==> config.mk <==
export PLATFORM = sky130hd
export DESIGN_NAME = coremod_ctrl_regs
export DESIGN_NICKNAME = d
export VERILOG_FILES = /design/src/rtl/coremod_ctrl_pkg.sv /design/src/rtl/coremod_ctrl_decode.sv /design/src/rtl/coremod_ctrl_store.sv /design/src/rtl/coremod_ctrl_regs.sv
export SDC_FILE = /design/constraint.sdc
export NUM_CORES = 1
export LEC_CHECK = 0
export ABC_AREA = 1
export BUFFER_PORTS_ARGS = -buffer_cell sky130_fd_sc_hd__buf_4
export CAP_MARGIN = 40
export CORE_AREA = 2 2 159 161
export CTS_BUF_LIST = sky130_fd_sc_hd__clkbuf_8
export DETAILED_ROUTE_END_ITERATION = 6
export DIE_AREA = 0 0 161 163
export SLEW_MARGIN = 20
export SYNTH_ARGS = -nofsm -noshare
export SYNTH_HDL_FRONTEND = slang
export SYNTH_SLANG_ARGS = --single-unit
==> constraint.sdc <==
create_clock -name clk -period 3.8 [get_ports clk]
set_input_delay 0.19 -clock clk [delete_from_list [all_inputs] [get_ports clk]]
set_output_delay 0.19 -clock clk [all_outputs]
set_load 0.02 [all_outputs]
==> src/rtl/coremod_ctrl_pkg.sv <==
package coremod_ctrl_pkg;

  localparam int DATA_W = 32;

  // word indices with fixed meaning
  localparam int IDX_ID        = 0;
  localparam int IDX_PROC      = 1;
  localparam int IDX_OSC       = 2;
  localparam int IDX_CTRL      = 3;
  localparam int IDX_STAT      = 4;
  localparam int IDX_LOCK      = 5;
  localparam int IDX_AUX       = 7;
  localparam int IDX_SDRAM     = 8;
  localparam int IDX_INIT      = 9;
  localparam int IDX_FLAGS_SET = 12;
  localparam int IDX_FLAGS_CLR = 13;
  localparam int IDX_NV_SET    = 14;
  localparam int IDX_NV_CLR    = 15;
  localparam int IDX_VOLT_LO   = 32;
  localparam int IDX_VOLT_HI   = 35;

  localparam logic [DATA_W-1:0] ID_WORD    = 32'h411A_3001;
  localparam logic [DATA_W-1:0] STAT_WORD  = 32'h0010_0000;
  localparam logic [DATA_W-1:0] OSC_RST    = 32'h0100_0048;
  localparam logic [DATA_W-1:0] AUX_RST    = 32'h0007_FEFF;
  localparam logic [DATA_W-1:0] INIT_RST   = 32'h0000_0112;
  localparam logic [DATA_W-1:0] SDRAM_BASE = 32'h0001_1122;
  localparam logic [15:0]       UNLOCK_KEY = 16'hA05F;

  function automatic logic [DATA_W-1:0] sizeCode(input int mb);
    if (mb >= 256)      sizeCode = 32'h10;
    else if (mb >= 128) sizeCode = 32'h0C;
    else if (mb >= 64)  sizeCode = 32'h08;
    else if (mb >= 32)  sizeCode = 32'h04;
    else                sizeCode = 32'h00;
  endfunction

  // strobes from the decoder to the register storage
  typedef struct packed {
    logic rdEn;
    logic wrOsc;
    logic wrCtrl;
    logic wrLock;
    logic wrAux;
    logic wrSdram;
    logic wrInit;
    logic setFlags;
    logic clrFlags;
    logic setNv;
    logic clrNv;
  } regStrobeT;

endpackage

==> src/rtl/coremod_ctrl_decode.sv <==
module coremod_ctrl_decode
  import coremod_ctrl_pkg::*;
#(
  parameter int ADDR_W = 6
) (
  input  logic              clk,
  input  logic              rstN,
  input  logic              busValid,
  input  logic              busWrite,
  input  logic [ADDR_W-1:0] busAddr,
  output regStrobeT         strb,
  output logic              errPulse
);

  logic known;
  logic doWr;

  assign doWr = busValid & busWrite;

  always_comb begin
    strb       = '0;
    strb.rdEn  = busValid & ~busWrite;
    known      = 1'b1;
    case (busAddr)
      ADDR_W'(IDX_ID), ADDR_W'(IDX_PROC), ADDR_W'(IDX_STAT): known = 1'b1;
      ADDR_W'(IDX_OSC):       strb.wrOsc    = doWr;
      ADDR_W'(IDX_CTRL):      strb.wrCtrl   = doWr;
      ADDR_W'(IDX_LOCK):      strb.wrLock   = doWr;
      ADDR_W'(IDX_AUX):       strb.wrAux    = doWr;
      ADDR_W'(IDX_SDRAM):     strb.wrSdram  = doWr;
      ADDR_W'(IDX_INIT):      strb.wrInit   = doWr;
      ADDR_W'(IDX_FLAGS_SET): strb.setFlags = doWr;
      ADDR_W'(IDX_FLAGS_CLR): strb.clrFlags = doWr;
      ADDR_W'(IDX_NV_SET):    strb.setNv    = doWr;
      ADDR_W'(IDX_NV_CLR):    strb.clrNv    = doWr;
      default:
        known = (busAddr >= ADDR_W'(IDX_VOLT_LO)) && (busAddr <= ADDR_W'(IDX_VOLT_HI));
    endcase
  end

  always_ff @(posedge clk) begin
    if (!rstN) errPulse <= 1'b0;
    else       errPulse <= busValid & ~known;
  end


  err_after_access_chk: assert property (@(posedge clk) disable iff (!rstN)
    errPulse |-> $past(busValid));

endmodule

==> src/rtl/coremod_ctrl_store.sv <==
module coremod_ctrl_store
  import coremod_ctrl_pkg::*;
#(
  parameter int ADDR_W = 6,
  parameter int MEM_MB = 128
) (
  input  logic              clk,
  input  logic              rstPorN,
  input  logic              rstSysN,
  input  regStrobeT         strb,
  input  logic [ADDR_W-1:0] busAddr,
  input  logic [DATA_W-1:0] busWdata,
  output logic [DATA_W-1:0] busRdata,
  output logic              resetReq,
  output logic              remapSel,
  output logic              ledOn
);

  localparam logic [DATA_W-1:0] SDRAM_RST = SDRAM_BASE | sizeCode(MEM_MB);

  logic [DATA_W-1:0] oscQ, auxQ, sdramQ, initQ, flagsQ, nvQ, rdQ, rdNext;
  logic [15:0]       lockQ;
  logic              ledQ, remapQ, rstReqQ;
  logic              unlocked;
  logic              anyRstN;

  assign unlocked = (lockQ == UNLOCK_KEY);
  assign anyRstN  = rstPorN & rstSysN;

  always_ff @(posedge clk) begin
    if (!anyRstN) begin
      oscQ    <= OSC_RST;
      auxQ    <= AUX_RST;
      sdramQ  <= SDRAM_RST;
      initQ   <= INIT_RST;
      flagsQ  <= '0;
      lockQ   <= '0;
      ledQ    <= 1'b0;
      remapQ  <= 1'b0;
      rstReqQ <= 1'b0;
      rdQ     <= '0;
    end else begin
      if (strb.wrOsc && unlocked) oscQ <= busWdata;
      if (strb.wrAux && unlocked) auxQ <= busWdata;
      if (strb.wrSdram) sdramQ <= busWdata;
      if (strb.wrInit)  initQ  <= busWdata;
      if (strb.wrLock)  lockQ  <= busWdata[15:0];
      if (strb.setFlags)      flagsQ <= flagsQ | busWdata;
      else if (strb.clrFlags) flagsQ <= flagsQ & ~busWdata;
      if (strb.wrCtrl) begin
        ledQ   <= busWdata[0];
        remapQ <= busWdata[2];
      end
      rstReqQ <= strb.wrCtrl & busWdata[3] & ~rstReqQ;
      if (strb.rdEn) rdQ <= rdNext;
    end
  end

  // nonvolatile flags: only power-on reset clears them
  always_ff @(posedge clk) begin
    if (!rstPorN)        nvQ <= '0;
    else if (strb.setNv) nvQ <= nvQ | busWdata;
    else if (strb.clrNv) nvQ <= nvQ & ~busWdata;
  end

  always_comb begin
    case (busAddr)
      ADDR_W'(IDX_ID):        rdNext = ID_WORD;
      ADDR_W'(IDX_STAT):      rdNext = STAT_WORD;
      ADDR_W'(IDX_OSC):       rdNext = oscQ;
      ADDR_W'(IDX_CTRL):      rdNext = {29'd0, remapQ, 1'b0, ledQ};
      ADDR_W'(IDX_LOCK):      rdNext = {15'd0, unlocked, lockQ};
      ADDR_W'(IDX_AUX):       rdNext = auxQ;
      ADDR_W'(IDX_SDRAM):     rdNext = sdramQ;
      ADDR_W'(IDX_INIT):      rdNext = initQ;
      ADDR_W'(IDX_FLAGS_SET): rdNext = flagsQ;
      ADDR_W'(IDX_NV_SET):    rdNext = nvQ;
      default:                rdNext = '0;
    endcase
  end

  assign busRdata = rdQ;
  assign resetReq = rstReqQ;
  assign remapSel = remapQ;
  assign ledOn    = ledQ;


  osc_locked_chk: assert property (@(posedge clk) disable iff (!anyRstN)
    !unlocked |=> $stable(oscQ));

  aux_locked_chk: assert property (@(posedge clk) disable iff (!anyRstN)
    !unlocked |=> $stable(auxQ));

  rst_req_pulse_chk: assert property (@(posedge clk) disable iff (!anyRstN)
    resetReq |=> !resetReq);

  remap_hold_chk: assert property (@(posedge clk) disable iff (!anyRstN)
    !strb.wrCtrl |=> $stable(remapSel));

  ctrl_bit3_chk: assert property (@(posedge clk) disable iff (!anyRstN)
    (strb.rdEn && busAddr == ADDR_W'(IDX_CTRL)) |=> (busRdata[3] == 1'b0));

  nv_clear_chk: assert property (@(posedge clk) disable iff (!rstPorN)
    strb.clrNv |=> ((nvQ & $past(busWdata)) == '0));

endmodule

==> src/rtl/coremod_ctrl_regs.sv <==
module coremod_ctrl_regs
  import coremod_ctrl_pkg::*;
#(
  parameter int ADDR_W = 6,
  parameter int MEM_MB = 128
) (
  input  logic              clk,
  input  logic              rstPorN,
  input  logic              rstSysN,
  input  logic              busValid,
  input  logic              busWrite,
  input  logic [ADDR_W-1:0] busAddr,
  input  logic [31:0]       busWdata,
  output logic [31:0]       busRdata,
  output logic              busErr,
  output logic              resetReq,
  output logic              remapSel,
  output logic              ledOn
);

  regStrobeT strb;
  logic      anyRstN;

  assign anyRstN = rstPorN & rstSysN;

  coremod_ctrl_decode #(.ADDR_W(ADDR_W)) decodeU (
    .clk      (clk),
    .rstN     (anyRstN),
    .busValid (busValid),
    .busWrite (busWrite),
    .busAddr  (busAddr),
    .strb     (strb),
    .errPulse (busErr)
  );

  coremod_ctrl_store #(.ADDR_W(ADDR_W), .MEM_MB(MEM_MB)) storeU (
    .clk      (clk),
    .rstPorN  (rstPorN),
    .rstSysN  (rstSysN),
    .strb     (strb),
    .busAddr  (busAddr),
    .busWdata (busWdata),
    .busRdata (busRdata),
    .resetReq (resetReq),
    .remapSel (remapSel),
    .ledOn    (ledOn)
  );

endmodule

# ---- Yosys cells after proc, flatten, opt, wreduce, memory -nomap -nowiden
# Index checks and enable logic that the tools add are counted.
dict set report totals {
  inputBits 43
  wordCells 64
  out_inout_bits 36
  reg_bits 244
}
dict set report op_classes {
  n_mux 16
  bitwise 14
  n_lt_le_gt_ge 2
  n_eq_ne 13
  reduce_logical 7
}
# op count
set op_table {}
lappend op_table {{$pmux W32 S10} 1}
lappend op_table {{$mux W32} 4}
lappend op_table {{$and A32 B32 Y32} 2}
lappend op_table {{$or A32 B32 Y32} 2}
lappend op_table {{$eq A6 B4 Y1 const B} 6}
lappend op_table {{$not A32 Y32} 1}
lappend op_table {{$eq A6 B3 Y1 const B} 3}
lappend op_table {{$eq A16 B16 Y1 const B} 1}
lappend op_table {{$reduce_or A13 Y1} 1}
lappend op_table {{$eq A6 B2 Y1 const B} 2}
lappend op_table {{$mux W1} 11}
lappend op_table {{$and A1 B1 Y1} 6}
lappend op_table {{$eq A6 B1 Y1 const B} 1}
lappend op_table {{$ge A6 B6 Y1 const B} 1}
lappend op_table {{$le A6 B6 Y1 const B} 1}
lappend op_table {{$logic_not A6 Y1} 1}
lappend op_table {{$reduce_bool A2 Y1} 2}
lappend op_table {{$logic_and A1 B1 Y1} 3}
lappend op_table {{$not A1 Y1} 3}

# ---- Longest topological paths before layout
# Gate-level depths: netlist of the first run.
dict set report depth {
  ltp_word 5
  depth_mapped 11
  ltp_nobuf 10
}

# ---- By module
# From an unflattened synthesis of the first run, not the netlist that was laid out.
dict set report hier_totals {
  hier_cells 1499
  area_unflattened_um2 10558.9
}
# mod instances cells_per_inst area_each_um2
set by_module_without_submodules {}
lappend by_module_without_submodules {coremod_ctrl_store 1 1434 10273.6}
lappend by_module_without_submodules {coremod_ctrl_decode 1 63 277.8}
lappend by_module_without_submodules {coremod_ctrl_regs 1 2 7.5}

# ---- Worst setup path before layout of the first run
# OpenSTA, ideal clock, no wires.
dict set report synth_timing {
  path_kind {flip-flop to flip-flop}
  startpoint {reg storeU.lockQ[13]}
  endpoint {reg storeU.auxQ[10]}
  synth_period_minus_slack_ns 1.465
  arrival_time_ns 1.331
  setup_ns 0.134
  stages_incl_launch_ff 9
  n_path_buf 1
  setup_slack_ns 2.335
  path_cell_list {dfxtp_1 > inv_1 > nor3_1 > nand3_1 > nor2_2 > nand2_1 > clkbuf_1 > nand2_1 > nand3_1}
}
dict set report synth_between {
  elab_chain_cells 2
}
# item line
set synth_lines {}
lappend synth_lines {{start, declared} coremod_ctrl_store.sv:22} ;# logic [15:0] lockQ;
lappend synth_lines {{start signal, assigned} coremod_ctrl_store.sv:47} ;# if (strb.wrLock) lockQ <= busWdata[15:0];
lappend synth_lines {{$eq A16 B16 Y1} coremod_ctrl_store.sv:27} ;# assign unlocked = (lockQ == UNLOCK_KEY);
lappend synth_lines {{$logic_and A1 B1 Y1} coremod_ctrl_store.sv:44} ;# if (strb.wrAux && unlocked) auxQ <= busWdata;
lappend synth_lines {{end signal, assigned} coremod_ctrl_store.sv:44}
lappend synth_lines {{end, declared} coremod_ctrl_store.sv:21} ;# logic [DATA_W-1:0] oscQ, auxQ, sdramQ, initQ, flagsQ, nvQ, rdQ, rdNext;
# Every way passes these cells.
# A chain may end at the register's enable or synchronous reset.

# ---- Worst setup path in the final report of the first run
dict set report layout_timing {
  startpoint {in busAddr[5]}
  endpoint {reg storeU.initQ[21]}
}
dict set report layout_between {
  elab_chain_cells 2
}
# item line
set layout_lines {}
lappend layout_lines {{start, declared} coremod_ctrl_regs.sv:12} ;# input logic [ADDR_W-1:0] busAddr,
lappend layout_lines {{$eq A6 B4 Y1} coremod_ctrl_decode.sv:24} ;# case (busAddr)
lappend layout_lines {{$mux W1} coremod_ctrl_decode.sv:24}
lappend layout_lines {{end signal, assigned} coremod_ctrl_store.sv:46} ;# if (strb.wrInit) initQ <= busWdata;
lappend layout_lines {{end, declared} coremod_ctrl_store.sv:21}
# Every way passes these cells.

==> impl_metrics.py, run 1 <==
metrics = {
    "logic_synthesis": {
        "ys_top_cells_by_area": "dfxtp_1 (45%), nand2_1 (14%), a21oi_1 (8.6%), nand3_1 (6.7%), nor2_1 (6.5%)",
        "avgSynthCellArea_um2": 6.73,
        "syn_area_um2": 10800,
        "yosysSeqAreaShare_pct": 45.2,
        "netlist-cell-type-count": 24,
        "yosysTopAreaCell": "dfxtp_1",
        "yosys_warnings": 0,
        "syn_inst": 1606,
        "syn_nets": 1649,
        "synth_top_area_share_pct": 45.2,
        "ys_ff_latch": 244,
    },
    "worst_setup_path": {
        "startpoint_type": "input port",
        "r2r_end": "storeU.oscQ[3]",
        "reg2reg_depth": 8,
        "max_stage_delay_ps": 490,
        "crit_arrival_ps": 2500,
        "required_ps": 4180,
        "critPathKind": "input port to flop",
        "endpoint_kind": "flop",
        "path_cells": "buf_4, inv_1, nand2_1, nor2_4, nand2_2, nor2_4, inv_2, o21ai_0, a21oi_1",
        "path_common_cell": "nor2_4",
        "crit_start": "busAddr[5]",
        "reg2reg_from": "storeU.lockQ[13]",
        "critPathMaxFanout": 46,
        "critPathSlowestCell": "nor2_4",
        "rrSetupSlack_ps": 1710,
    },
    "placement": {
        "placed_cells": 1943,
        "io_buffers": 78,
        "dp_hpwl_um": 20300,
        "gp_congestion": 0.830,
        "placed_cell_area_um2": 11700,
    },
    "timing": {
        "tightest_slew_ps": 850,
        "drv_slew": 0,
        "setup_viol": 0,
        "finalCriticalPeriod_ps": 2120,
        "slew_headroom_pct": 43.3,
        "finalHoldViolations": 0,
        "fin_tns_setup_ps": 0,
        "skew_ps": 15.1,
        "finalCritPeriodShare_pct": 55.9,
        "max_freq_mhz": 471,
        "grt_setup_unrepaired": "no",
    },
    "global_routing": {
        "met3_usage_pct": 3.46,
        "grt_max_degree": 63,
        "busiest_layer": "met2",
        "grt-ovfl-total": 0,
        "use_met2_pct": 43.4,
        "antenna_found_initial": 0,
        "use_met1_pct": 35.0,
        "grt.total_usage_pct": 25.9,
        "grt_pass1_wl_um": 54200,
        "grt_pass1_vias": 9873,
    },
    "cts": {
        "cts.sinks": 244,
        "htree_levels": 2,
        "root_buffer": "clkbuf_8",
        "path_clk_slew_ps": 60,
        "cts_made_buffers": 44,
        "clock_path_buffers": 3,
        "tritoncts": "done",
        "clk_latency_ps": 530,
        "post_cts_buffers": 0,
    },
    "hold_path": {
        "min_from": "busValid",
        "hold_class": "input port to flop",
        "min_to": "decodeU.errPulse",
        "holdPathStages": 5,
    },
    "final_layout": {
        "seqCellArea_um2": 4880,
        "final_cell_area_um2": 13000,
        "drive_gt1_share_pct": 11.7,
        "nets": 1734,
        "synthToLayoutAreaGrowth_pct": 19.8,
        "multi_input_area_um2": 4960,
        "post-route-util_pct": 52.5,
        "fin_cells": 2052,
        "n_antenna_cell": 0,
        "nFillCells": 2469,
    },
    "routing": {
        "viasPerCell": 5.17,
        "routed_wl_um": 34000,
        "drc_errors": 0,
        "ant_nets": 0,
        "wl_per_cell_um": 16.6,
        "num_vias": 10600,
        "drt_iter0_markers": 938,
        "dr.pass1.iters": 5,
    },
    "die": {
        "die_w_um": 161,
        "initial_core_util_pct": 43.8,
        "core_region_area_um2": 24700,
        "rows": 58,
        "fp.dieH_um": 163,
        "die-area_um2": 26200,
        "io_pins": 79,
    },
    "flow_run": {
        "cap_violations": 0,
    },
    "power_and_ir_drop": {
        "p_seq_share_pct": 47.3,
        "power_mw": 5.42,
        "switching_share_pct": 23.4,
        "internal_power_mw": 4.15,
        "ir_drop_mv": 0.226,
        "p_per_area_nw_per_um2": 418,
        "comb_power_share_pct": 5.1,
        "p_clk_share_pct": 47.5,
        "p_sw_mw": 1.27,
        "power_leakage_nw": 5.12,
    },
    "outcome": {
        "status": "finished, final reports clean",
    },
}
[cells by family (layout without fill, tap and decap cells)]
logic type | count (synthesis) | count (layout) | share of synthesized area [%]
AOI/OAI and AO/OA | 353 | 353 | 16.5
buffers and inverters | 255 | 371 | 9.30
DFF | 244 | 244 | 45.2
and+or+nand+nor | 754 | 754 | 29.0
[through the flow]
| step | setup slack [ps] | hold slack (ps) |
|---|---|---|
| detailed placement | 1130 | 433 |
| finish | 1680 | 147 |
| global route | 1400 | 144 |
| global placement | 1230 | 432 |
| floorplan | 2340 | 316 |
| CTS | 1690 | 125 |
[worst max-delay path, delay by kind of cell]
kind | cells | cell delay (ps)
buffers and inverters | 3 | 600
and+or+nand+nor | 4 | 1330
AOI/OAI and AO/OA | 2 | 350
[worst max path at each step]
stage / depth (start not counted) / end / slack [ps]
3_3_place_gp: 9 / storeU.initQ[17] / 1230
5_1_grt: 9 / storeU.initQ[9] / 1400
4_1_cts: 9 / storeU.initQ[21] / 1690
3_5_place_dp: 9 / storeU.initQ[21] / 1130
2_1_floorplan: 8 / storeU.auxQ[10] / 2340
6_report: 9 / storeU.initQ[21] / 1680
[power by group through the flow]
stage	combinational [mW]	clock [mW]	sequential, mW
finish	0.279	2.57	2.56
global route	0.302	2.75	2.56
CTS	0.277	2.63	2.56
detailed placement	0.251	0	2.62
global placement	0.247	0	2.62
floorplan	0.115	0	2.62
[synthesized netlist by cell type]
cell / n
a21oi_1: 185
nor4_2: 2
inv_1: 149
nand3_1: 145
nand4_1: 11
nor3_1: 4
nor4_1: 1
nor2_2: 5
o21ai_1: 64
o21ai_0: 95
buf_2: 33
clkinv_1: 1
o211ai_1: 8
nand2_1: 389
nand2_2: 4
clkbuf_1: 61
buf_1: 2
nor2_1: 186
a211oi_1: 1
buf_4: 2
dfxtp_1: 244
nand3b_1: 1
inv_2: 7
nor2_4: 6
[cell type report]
| type | count | share of cell area, % |
|---|---|---|
| timing repair buffer | 137 | 8.96 |
| clock buffer | 65 | 6.91 |
| tap | 330 | 3.19 |
| multi-input combinational | 1107 | 38.3 |
| inverter | 157 | 4.56 |
| sequential | 244 | 37.7 |
| clock inverter | 12 | 0.377 |
[cell usage in the layout, fill, tap and decap left out]
cell	netlist	routed
nand3_1	145	145
inv_1	149	158
nor3_1	4	4
o21ai_0	95	95
a211oi_1	1	1
inv_2	7	7
buf_4	2	102
buf_16	0	2
o21ai_1	64	64
nor2_1	186	184
o211ai_1	8	8
nor2_4	6	8
nand2_2	4	5
nor4_1	1	1
nor2_2	5	5
dlygate4sd3_1	0	32
nor4_4	0	2
a21oi_1	185	185
clkinv_2	0	4
nand2_1	389	388
nand4_1	11	11
nand3b_1	1	1
clkbuf_8	0	65
buf_12	0	1
dfxtp_1	244	244
[repair_timing]
| action | CTS | global route |
|---|---|---|
| resized for setup | 0 | 0 |
| hold endpoints to repair | 186 | 0 |
| hold buffers | 32 | 0 |
[per-layer routing]
metal	up-vias	wire [µm]
met5	-	0
met4	0	845
met3	67	1910
met2	339	15700
met1	4846	15600
li1	5351	-
(Power assumes the default switching activity.)
==> run 2: changes to the inputs <==
==> constraint.sdc (replaced) <==
create_clock -name clk -period 2.1 [get_ports clk]
set_input_delay 0.105 -clock clk [delete_from_list [all_inputs] [get_ports clk]]
set_output_delay 0.105 -clock clk [all_outputs]
set_load 0.02 [all_outputs]
==> run 2 against run 1 <==
Total power grew 69%. Critical path type is now flop to flop. Combinational power grew 87%. Critical path depth shrank 2. Routed wire length grew 1.7%. Clock-buffer cell count shrank 15. Die area is the same. Register-to-register slack lost 1300 ps. Cell area grew 0.23%. Flip-flop and latch count is the same. Clock skew shrank 1.3 ps. First-iteration DRC count shrank 26%.
==> impl_metrics.py, run 2 (synthesis results as in run 1) <==
metrics = {
    "timing": {
        "slew_headroom_pct": 59.7,
        "finalHoldViolations": 0,
        "worst_hold_slack_ps": 50.3,
        "tightest_slew_ps": 604,
        "skew_ps": 13.8,
        "grt_setup_unrepaired": "no",
        "max_freq_mhz": 594,
        "finalCriticalPeriod_ps": 1680,
        "fin_tns_setup_ps": 0,
        "drv_slew": 0,
        "setup_viol": 0,
        "finalCritPeriodShare_pct": 80.2,
    },
    "global_routing": {
        "grt.total_usage_pct": 26.6,
        "grt_pass1_wl_um": 55200,
        "grt_max_degree": 97,
        "antenna_found_initial": 0,
        "grt-ovfl-total": 0,
        "grt_pass1_vias": 10100,
    },
    "cts": {
        "root_buffer": "clkbuf_8",
        "cts_made_buffers": 42,
        "tritoncts": "done",
        "clock_path_buffers": 3,
        "htree_levels": 2,
        "clk_latency_ps": 550,
        "cts.sinks": 244,
        "path_clk_slew_ps": 60,
        "post_cts_buffers": 0,
    },
    "final_layout": {
        "final_common_cell": "nand2_1",
        "nets": 1754,
        "drive_gt1_share_pct": 11.8,
        "final_cell_mix": "nand2_1 (388), dfxtp_1 (244), a21oi_1 (185)",
        "n_antenna_cell": 0,
        "synthToLayoutAreaGrowth_pct": 20.0,
    },
    "die": {
        "fp.dieH_um": 163,
        "die-area_um2": 26200,
        "die_w_um": 161,
        "io_pins": 79,
        "rows": 58,
        "core_region_area_um2": 24700,
        "initial_core_util_pct": 43.8,
    },
    "routing": {
        "ant_nets": 0,
        "viasPerCell": 5.15,
        "drt_iter0_markers": 697,
        "drc_errors": 0,
        "routed_wl_um": 34600,
        "dr.pass1.iters": 6,
        "num_vias": 10600,
        "wl_per_cell_um": 16.8,
    },
    "placement": {
        "io_buffers": 78,
        "dp_hpwl_um": 21400,
        "gp_congestion": 0.851,
    },
    "worst_setup_path": {
        "critPathMaxFanout": 38,
        "critPathKind": "flop to flop",
        "endpoint_kind": "flop",
        "startpoint_type": "flop",
        "crit_arrival_ps": 2160,
        "required_ps": 2570,
    },
    "power_and_ir_drop": {
        "power_leakage_nw": 5.16,
        "p_per_area_nw_per_um2": 704,
        "ir_drop_mv": 0.369,
    },
    "outcome": {
        "status": "finished, final reports clean",
    },
    "hold_path": {
        "hold_class": "input port to flop",
    },
    "flow_run": {
        "cap_violations": 0,
    },
}
## run 2: cell count changes in the layout (fill, tap and decap cells not counted), sizes merged
cell,delta
buf,+22
clkbuf,-15
clkinv,-3
inv,+5
## run 2: final timing paths
path                          from               end  slack [ps]  cells after the start
setup / recovery  storeU.lockQ[15]   storeU.auxQ[20]         420                      7
hold / removal            busValid  decodeU.errPulse          50                      5
setup reg to reg  storeU.lockQ[15]   storeU.auxQ[20]         420                      7
hold reg to reg    storeU.resetReq   storeU.resetReq         430                      1
## run 2: per-layer routing
layer | wire, µm | part of all wire (%) | vias up | GRT usage [%]
met5 | 0 | 0 | - | 0
met4 | 877 | 2.5 | 0 | 8.64
met3 | 1790 | 5.2 | 59 | 3.39
met2 | 16000 | 46 | 284 | 45.0
met1 | 15900 | 46 | 4897 | 35.3
li1 | - | - | 5380 | -
## run 2: area by class of cell
type                    count  area [µm²]
well taps                 330         413
flip-flops and latches    244        4880
clock inverters            14        52.6
repair buffers            159        1390
clock buffers              50         688
multi-input cells        1107        4960
fillers                  2510       11700
inverters                 157         591
## run 2: critical path: stages (launching register included)
cell and delay (ps):
dfxtp_1 390, nand2_1 70, nor3_1 130, nand3_1 150
nor2_4 140, buf_4 400, nand3_1 120, a21oi_1 180
## run 2: power by group
group	total, mW	internal (mW)	leakage [nW]	switching [mW]
clock	3.97	2.11	0.434	1.86
combinational	0.521	0.172	2.76	0.348
sequential	4.64	4.64	1.97	0.00370
total	9.13	6.92	5.16	2.21
## run 2: repair_timing
item,CTS,global route
hold buffers,32,0
hold endpoints to repair,210,0
resized for setup,0,0
setup endpoints to repair,0,0
## run 2: stage by stage
step	worst slack, ps	power, mW	cell area, µm²	util (%)	instances
global placement	350	5.20	11900	48.1	1963
global route	137	9.45	13000	52.6	2061
finish	416	9.13	13000	52.6	2061
detailed placement	340	5.21	11900	48.2	1964
CTS	427	9.21	13000	52.5	2060
floorplan	635	4.95	10800	-	1606
==> run 3: changes to the inputs <==
==> constraint.sdc (replaced) <==
create_clock -name clk -period 1.44 [get_ports clk]
set_input_delay 0.072 -clock clk [delete_from_list [all_inputs] [get_ports clk]]
set_output_delay 0.072 -clock clk [all_outputs]
set_load 0.02 [all_outputs]
==> run 3 against run 2 <==
The run now ends with negative setup slack left. Final cell count up 4.0%. Combinational power is 58% higher. Flip-flop and latch count unchanged. Non-clock buffer count increased by 75. Setup slack worse by 510 ps. Clock skew up 6.4 ps. Highest routed layer unchanged.
==> impl_metrics.py, run 3 (synthesis results as in run 1) <==
metrics = {
    "final_layout": {
        "drive_gt1_share_pct": 18.4,
        "n_antenna_cell": 0,
        "nets": 1830,
        "fin_cells": 2144,
        "synthToLayoutAreaGrowth_pct": 30.5,
        "final_common_cell": "nand2_1",
        "final_cell_area_um2": 14100,
        "final_cell_mix": "nand2_1 (362), dfxtp_1 (241), nor2_1 (184)",
    },
    "die": {
        "fp.dieH_um": 163,
        "core_region_area_um2": 24700,
        "initial_core_util_pct": 43.8,
        "rows": 58,
        "io_pins": 79,
        "die-area_um2": 26200,
        "die_w_um": 161,
    },
    "worst_setup_path": {
        "reg2reg_from": "storeU.lockQ[14]",
        "critPathSlowestCell": "dfxtp_2",
        "critPathMaxFanout": 6,
        "critPathCapture": "storeU.auxQ[23]",
        "crit_start": "storeU.lockQ[14]",
        "crit_arrival_ps": 2020,
        "endpoint_kind": "flop",
        "rrSetupSlack_ps": -90,
        "path_cells": "inv_2, nand2_2, nor3_4, nand3_2, nor2_4, buf_6, buf_12, buf_16, nand3_4, a21oi_2",
        "startpoint_type": "flop",
        "critPathKind": "flop to flop",
        "r2r_end": "storeU.auxQ[23]",
        "reg2reg_depth": 10,
        "max_stage_delay_ps": 320,
        "required_ps": 1930,
    },
    "global_routing": {
        "grt_pass1_wl_um": 56300,
        "grt.total_usage_pct": 27.1,
        "grt_max_degree": 77,
        "grt_pass1_vias": 10500,
        "antenna_found_initial": 0,
        "grt-ovfl-total": 0,
    },
    "cts": {
        "cts_made_buffers": 43,
        "path_clk_slew_ps": 60,
        "tritoncts": "done",
        "htree_levels": 2,
        "clk_latency_ps": 560,
        "root_buffer": "clkbuf_8",
        "clock_path_buffers": 3,
        "cts.sinks": 244,
    },
    "outcome": {
        "status": "finished, violations left",
        "violations": "negative setup slack",
    },
    "timing": {
        "grt_setup_unrepaired": "yes",
        "slew_headroom_pct": 63.3,
        "drv_slew": 0,
        "finalCritPeriodShare_pct": 106,
        "max_freq_mhz": 653,
        "tightest_slew_ps": 549,
        "finalCriticalPeriod_ps": 1530,
        "setup_viol": 64,
        "finalHoldViolations": 0,
        "worst_hold_slack_ps": 63.5,
        "setup_ws_ps": -90.4,
        "skew_ps": 20.2,
    },
    "routing": {
        "top_layer": "met4",
        "wl_met1_um": 16200,
        "drt_iter0_markers": 816,
        "viasPerCell": 5.09,
        "num_vias": 10900,
        "ant_nets": 0,
        "wl_per_cell_um": 16.8,
        "wl_met2_um": 16900,
        "wl_met3_um": 2040,
        "drc_errors": 0,
        "dr.pass1.iters": 7,
        "routed_wl_um": 36000,
    },
    "placement": {
        "dp_hpwl_um": 22700,
        "preCtsSetupSlack_ps": -214,
        "io_buffers": 78,
        "placed_cells": 2029,
        "placed_cell_area_um2": 12500,
        "gp_congestion": 0.895,
    },
    "power_and_ir_drop": {
        "ir_drop_mv": 0.850,
        "p_per_area_nw_per_um2": 975,
        "power_leakage_nw": 5.70,
    },
    "hold_path": {
        "hold_class": "input port to flop",
        "min_from": "busWrite",
    },
    "flow_run": {
        "cap_violations": 0,
    },
}
[run 3: cell types whose count changed in the layout (fill, tap and decap cells not counted), moves of 4 or more]
cell       previous run  this run
nand3_1             145       135
a21oi_2               0         5
nand2_1             388       362
buf_12                8        19
clkbuf_16             0         4
a21oi_1             185       180
nand3_2               0         7
buf_6                 0         5
nand2_2               5        27
buf_4               118       168
[run 3: layer usage]
| metal | vias to the layer above | GRT usage [%] |
|---|---|---|
| met1 | 5016 | 35.1 |
| li1 | 5540 | - |
| met3 | 68 | 3.95 |
| met2 | 299 | 46.7 |
| met4 | 0 | 8.73 |
| met5 | - | 0 |
[run 3: what timing repair did]
| action | CTS | global route |
|---|---|---|
| gates resized for setup | 21 | 54 |
| hold buffers | 32 | 0 |
| setup buffers | 3 | 0 |
| cloned | 4 | 4 |
| endpoints found under the setup margin | 64 | 65 |
| pin swaps | 4 | 12 |
| hold endpoints to repair | 211 | 0 |
[run 3: metrics by stage]
stage | setup TNS, ps | utilization, % | power [mW]
floorplan | 0 | - | 7.22
global placement | -7220 | 50.6 | 7.66
detailed placement | -11120 | 50.6 | 7.66
CTS | -2350 | 55.9 | 13.8
global route | -9670 | 57.2 | 14.2
finish | -3390 | 57.2 | 13.8
[run 3: cell type report]
cell class	instances	area [µm²]
sequential	244	4890
clock inverter	19	86.3
clock buffer	53	729
timing repair buffer	234	2250
tap	330	413
inverter	157	591
multi-input combinational	1107	5160
fill	2405	10600
[run 3: worst max-delay path: cells and delay by family (launching register included)]
kind	cells	cell delay, ps
AOI/OAI and AO/OA	1	120
buffers and inverters	4	500
and+or+nand+nor	5	520
DFF	1	320
[run 3: power by group]
part / switching (mW) / internal (mW)
combinational: 0.523 / 0.302
sequential: 0.00508 / 6.76
clock: 2.86 / 3.30
total: 3.39 / 10.4
[run 3: worst min-delay path by stage]
stage / end / cells after the start / slack [ps]
floorplan: storeU.sdramQ[16] / 2 / 200
global placement: storeU.initQ[1] / 3 / 360
detailed placement: storeU.sdramQ[1] / 3 / 360
CTS: storeU.busRdata[2] / 5 / 40
global route: storeU.busRdata[6] / 5 / 60
finish: storeU.busRdata[30] / 5 / 60
